==> src/rtl/cfg_xlate.sv <==
module cfg_xlate #(
  parameter int AW = 32,
  parameter int OFF_W = 12,
  parameter logic [AW-1:0] LOCAL_BASE = 32'h01FF_C000,
  parameter logic [AW-1:0] APER_BASE = 32'h0100_0000,
  parameter int APER_LOG2 = 24,
  parameter int WIN_LOG2 = 20
) (
  input  logic             clk,
  input  logic             rst_n,
  input  logic             req_valid,
  output logic             req_ready,
  input  logic [7:0]       req_bus,
  input  logic [4:0]       req_dev,
  input  logic [2:0]       req_fn,
  input  logic [OFF_W-1:0] req_off,
  input  logic             req_wr,
  input  logic [1:0]       req_size,
  input  logic [31:0]      req_wdata,
  output logic             rsp_valid,
  input  logic             rsp_ready,
  output logic [AW-1:0]    rsp_addr,
  output logic [2:0]       rsp_type,
  output logic [31:0]      rsp_target,
  output logic             rsp_region_en,
  output logic             rsp_reject,
  output logic             rsp_wr,
  output logic [3:0]       rsp_be,
  output logic [31:0]      rsp_wdata,
  input  logic [31:0]      cpl_dword,
  output logic [31:0]      cpl_data
);
  localparam logic [AW-1:0] APER_SPAN = AW'(64'd1 << APER_LOG2);
  localparam logic [AW-1:0] WIN_SPAN  = AW'(64'd1 << WIN_LOG2);
  localparam logic [AW-1:0] WIN_BASE  = APER_BASE + APER_SPAN - WIN_SPAN;
  localparam logic [2:0] T_CFG0 = 3'd4;
  localparam logic [2:0] T_CFG1 = 3'd5;

  logic            bus0, bus1, bad;
  logic [1:0]      lane;
  logic [3:0]      mask;
  logic [OFF_W-1:0] off_al;
  logic [1:0]      lane_q, size_q;

  assign bus0   = (req_bus == 8'd0);
  assign bus1   = (req_bus == 8'd1);
  assign bad    = (bus0 && req_dev > 5'd1) || (bus1 && req_dev != 5'd0);
  assign off_al = {req_off[OFF_W-1:2], 2'b00};

  always_comb begin
    case (req_size)
      2'd0:    begin lane = req_off[1:0];      mask = 4'b0001; end
      2'd1:    begin lane = {req_off[1], 1'b0}; mask = 4'b0011; end
      default: begin lane = 2'd0;              mask = 4'b1111; end
    endcase
  end

  assign req_ready = !rsp_valid || rsp_ready;

  always_ff @(posedge clk) begin
    if (!rst_n) begin
      rsp_valid     <= 1'b0;
      rsp_addr      <= '0;
      rsp_type      <= 3'd0;
      rsp_target    <= 32'd0;
      rsp_region_en <= 1'b0;
      rsp_reject    <= 1'b0;
      rsp_wr        <= 1'b0;
      rsp_be        <= 4'd0;
      rsp_wdata     <= 32'd0;
      lane_q        <= 2'd0;
      size_q        <= 2'd0;
    end else if (req_valid && req_ready) begin
      rsp_valid     <= 1'b1;
      rsp_addr      <= (bus0 ? LOCAL_BASE : WIN_BASE) + AW'(off_al);
      rsp_type      <= (req_bus < 8'd2) ? T_CFG0 : T_CFG1;
      rsp_target    <= bus0 ? 32'd0 : {req_bus, req_dev, req_fn, 16'h0000};
      rsp_region_en <= !bad;
      rsp_reject    <= bad;
      rsp_wr        <= req_wr;
      rsp_be        <= bad ? 4'd0 : (mask << lane);
      rsp_wdata     <= req_wdata << {lane, 3'b000};
      lane_q        <= lane;
      size_q        <= req_size;
    end else if (rsp_ready) begin
      rsp_valid     <= 1'b0;
    end
  end

  logic [31:0] shifted;
  assign shifted = cpl_dword >> {lane_q, 3'b000};

  always_comb begin
    if (!rsp_valid || rsp_wr)     cpl_data = 32'd0;
    else if (rsp_reject)          cpl_data = 32'hFFFF_FFFF;
    else if (size_q == 2'd0)      cpl_data = {24'd0, shifted[7:0]};
    else if (size_q == 2'd1)      cpl_data = {16'd0, shifted[15:0]};
    else                          cpl_data = shifted;
  end
endmodule

==> config.mk <==
export PLATFORM = sky130hd
export DESIGN_NAME = cfg_xlate
export DESIGN_NICKNAME = d
export VERILOG_FILES = /design/src/rtl/cfg_xlate.sv
export SDC_FILE = /design/constraint.sdc
export NUM_CORES = 1
export LEC_CHECK = 0
export BUFFER_PORTS_ARGS = -buffer_cell sky130_fd_sc_hd__buf_2
export CORE_ASPECT_RATIO = 0.5
export CORE_UTILIZATION = 41
export CTS_BUF_LIST = sky130_fd_sc_hd__clkbuf_8
export DETAILED_ROUTE_END_ITERATION = 10
export GPL_TIMING_DRIVEN = 0
export PLACE_DENSITY_LB_ADDON = 0.3
export SLEW_MARGIN = 20
export SYNTH_ARGS = -nofsm -noshare
export SYNTH_HDL_FRONTEND = slang
export SYNTH_SLANG_ARGS = --single-unit
==> constraint.sdc <==
create_clock -name clk -period 1.6 [get_ports clk]
set_input_delay 0.24 -clock clk [delete_from_list [all_inputs] [get_ports clk]]
set_output_delay 0.24 -clock clk [all_outputs]
set_load 0.01 [all_outputs]
Word level (Yosys, flattened, before mapping)
Cells that the tools add are included.
{ "totals": {"in_bits": 99, "elab_cells": 45, "output_inout_bits": 140, "ff_bits": 111} }
{ "op_classes": {"n_reduce_logical": 13, "n_mux": 12, "n_shift": 3, "magnitude_cmp": 2, "n_addsub": 1, "n_eq_ne": 3} }
{ "op_table": {"columns": ["cell", "count"], "rows": [
  ["$mux 32", 5],
  ["$shl 32x5->32", 1],
  ["$shr 32x5->32", 1],
  ["$add 25x12->26", 1],
  ["$mux 20", 1],
  ["$eq 8x1->1 const B", 1],
  ["$logic_not 8->1", 1],
  ["$lt 8x2->1 const B", 1],
  ["$pmux 4 s2", 1],
  ["$gt 5x1->1 const B", 1],
  ["$reduce_bool 5->1", 1],
  ["$eq 2x1->1 const B", 2],
  ["$logic_not 2->1", 2],
  ["$mux 4", 1],
  ["$pmux 2 s2", 1],
  ["$shl 4x2->4", 1],
  ["$logic_and 1x1->1", 3],
  ["$logic_or 1x1->1", 3],
  ["$mux 1", 3],
  ["$logic_not 1->1", 2],
  ["$reduce_bool 2->1", 1]
]} }

Logic depth before layout (Yosys ltp)
{ "depth": {"depth_word": 5, "ltp_mapped": 7, "mapped_depth_nobuf": 4} }

Least setup slack after synthesis
OpenSTA, ideal clock, no wires.
{ "synth_path": {"path_type": "reg-to-output", "from": "register lane_q[0]", "to": "output port cpl_data[5]", "required_time_ns": 1.360, "setup_slack_ns": -0.062, "arrival_time_ns": 1.422, "path_stages_with_launch": 6, "n_path_buf": 2, "path_cell_list": "dfxtp_1 buf_2 buf_2 mux4_2 nor2_1 nor2_1"} }
{ "synth_via": {"elab_chain_len": 5} }
{ "synth_lines": {"columns": ["element", "line_no", "source"], "rows": [
  ["start: declaration", "43", "logic [1:0] lane_q, size_q;"],
  ["start signal: assignment", "83", "lane_q <= lane;"],
  ["$shr 32x5->32 (*)", "91", "assign shifted = cpl_dword >> {lane_q, 3'b000};"],
  ["$mux 32", "97", "else if (size_q == 2'd1) cpl_data = {16'd0, shifted[15:0]};"],
  ["$mux 32 (*)", "96", "else if (size_q == 2'd0) cpl_data = {24'd0, shifted[7:0]};"],
  ["$mux 32 (*)", "95", "else if (rsp_reject) cpl_data = 32'hFFFF_FFFF;"],
  ["$mux 32 (*)", "94", "if (!rsp_valid || rsp_wr) cpl_data = 32'd0;"],
  ["end: declaration", "31", "output logic [31:0] cpl_data"]
]} }
Every way passes the cells marked *; elsewhere a longest branch is shown, timed or not.

Worst setup path in the final report
{ "layout_path": {"from": "register lane_q[0]", "to": "output port cpl_data[3]"} }
The elaborated chain is that of the path after synthesis.

==> results.txt <==
largest area contributor in the netlist: dfxtp_1
antenna fix cells: 0
status: finished with violations
Post-synth ARST share: 0%
Tcrit/Tclk final: 126%
clk_lat worst skew: 0.34 ns
hold path depth: 2
Area Growth Syn to Fin: 43.7%
min Tclk post-route: 2.01 ns
Leak: 2.97 nW
cell area after layout: 6020 µm²
Hold Violations, Final: 0
WL final: 13300 µm
number of max-cap violations: 0
synth warn: 0
remaining antenna violation count: 0
dpl ws: -0.421 ns
most frequent cell after synthesis: nand2_1
Final setup viols: 32
Arr. time, crit path: 1.77 ns
vias in the first global route: 3943
Post-DP HPWL: 9980 µm
Mapped Cells: 482
Core Area: 9700 µm²
max frequency: 497 MHz
crit path launch type: flop
Area after DPL: 5510 µm²
synth cell count leaders: 75 x nand2_1, 73 x dfxtp_1, 41 x nor2_1
synthesized cell area: 4190 µm²
Row Count: 25
Die H: 73.5 µm
vias post-DR: 4375
PortBufs: 209
layout cells sized above 1: 46.9%
chip width: 145 µm
reg2reg path depth: 6
Avg Inst Size Synth: 8.70 µm²
hold_ws: 0.111 ns
initial drt markers: 204
All-Layer GR Usage: 24.1%
worst hold path class: primary input to flop
register bit total from synthesis: 73
IO Count: 239
Setup Crit Path Kind: flop to output port
clock sink count: 73
failing checks: setup timing
Final nets: 836
unrepaired setup endpoints after global routing: true
Initial Util: 43.2%
CP Max Fanout: 7
CTS tree: done
area of the die: 10700 µm²
Layout Skew: 0.00613 ns
Vias/cell: 4.99
post-synth top area share: 34.9%
initial antenna violation count: 0
H-tree depth: 3
Power per Cell Area: 737 nW/µm²
Required @ worst endpoint: 1.36 ns
cts bufs inserted: 9
Area contributors post-synth: dfxtp_1 35%, mux2i_1 7.4%, buf_4 7.2%
Root Driver: clkbuf_8
final setup margin: -0.410 ns
CP Capture Type: output port
sequential area share after synthesis: 34.9%
clk slew on worst S/H paths: 0.08 ns
post-DR wirelength/cell: 15.2 µm
Slew HR: 66.4%
gr ovfl total: 0
Slew @ Worst Pin: 0.503 ns
largest net degree at the start of global routing: 13
Final Max Tran Viols: 0
EDFF count, synth: 0
Placer Congestion: 0.875
dominant register cell in the synthesized netlist: dfxtp_1
Synth cell types: 39
Worst IR Drop VDD: 0.487 mV
first-pass GRT wire length: 20100 µm
CTS Buffer Depth: 2
Detailed Routing Iterations Pass 1: 4
DRC viols: 0
Fin Setup TNS: -9.08 ns
==> final cells by class <==
class	count	area [µm²]
Tap cell	135	169
Buffer	78	562
Fill cell	884	3670
Sequential cell	73	1470
Multi-Input combinational cell	353	2460
Inverter	2	7.51
Timing Repair Buffer	220	1180
Clock inverter	6	35.0
Clock buffer	10	138
==> final timing paths <==
path                         startpoint                          end  slack (ns)
min reg2reg  rsp_wdata[28]$_SDFFE_PN0P_   rsp_wdata[28]$_SDFFE_PN0P_        0.45
min                           req_fn[2]  rsp_target[18]$_SDFFE_PN0P_        0.11
max              lane_q[0]$_SDFFE_PN0P_                  cpl_data[3]       -0.41
max reg2reg      rsp_valid$_SDFFE_PN0P_   rsp_wdata[18]$_SDFFE_PN0P_        0.03
==> power by group <==
group	switching, W	total [W]	internal [W]
Combinational	0.000621	0.00118	0.000560
Sequential	0.0000624	0.00199	0.00193
Clock	0.000670	0.00126	0.000594
==> kinds of logic (layout without fill, tap and decap cells) <==
family / count (synthesis) / after routing / share of synthesized area, %
other cells: 1 / 28 / 0.0895
compound gates: 123 / 123 / 22.1
buf+inv: 83 / 316 / 11.7
mux: 48 / 48 / 14.4
simple gates: 154 / 154 / 16.9
flops: 73 / 73 / 34.9
==> repair_timing <==
| item | CTS | global route |
|---|---|---|
| buffers inserted | 8 | 3 |
| pin swaps | 19 | 14 |
| setup endpoints to repair | 71 | 90 |
| cloned | 1 | 1 |
| hold buffers | 0 | 0 |
| resized for setup | 48 | 34 |
==> metal layers <==
metal	up-vias	GRT usage [%]	share of wire (%)
li1	2122	-	-
met1	2045	29.4	42
met4	0	7.09	1.2
met3	18	6.65	8.0
met5	-	0	0
met2	190	42.3	49
==> sequential cells by signal (all words and copies together), names as in the netlist <==
name / cells
rsp_region_en: 1
rsp_be: 4
lane_q: 2
rsp_addr: 12
rsp_wdata: 32
rsp_valid: 1
rsp_type: 1
rsp_wr: 1
size_q: 2
rsp_target: 16
rsp_reject: 1
==> critical path, cell delays in order, from the launching register on <==
cell,delay (ns)
dfxtp_2,0.34
buf_8,0.13
buf_6,0.11
mux4_2,0.53
nor2_4,0.13
nor2_1,0.05
buf_2,0.14
==> through the flow <==
stage,utilization (%),cells,power (W)
CTS,61.3,876,0.00442
detailed placement,56.9,853,0.00311
global route,62.1,877,0.00467
finish,62.1,877,0.00444
floorplan,-,509,0.00267
global placement,56.9,853,0.00310
==> cell usage in the layout, fill, tap and decap left out, types with 11 or more instances in the layout <==
master	n
buf_2	213
nand2_1	75
dfxtp_1	69
buf_4	47
nor2_1	39
mux2i_1	29
conb_1	28
a21boi_0	24
a21boi_1	17
o22a_1	15
a21oi_1	14
o2bb2ai_1	13
clkbuf_8	12
a21oi_2	12
and2_1	12
clkbuf_2	11
nor2b_1	11
(Power assumes the default switching activity.)
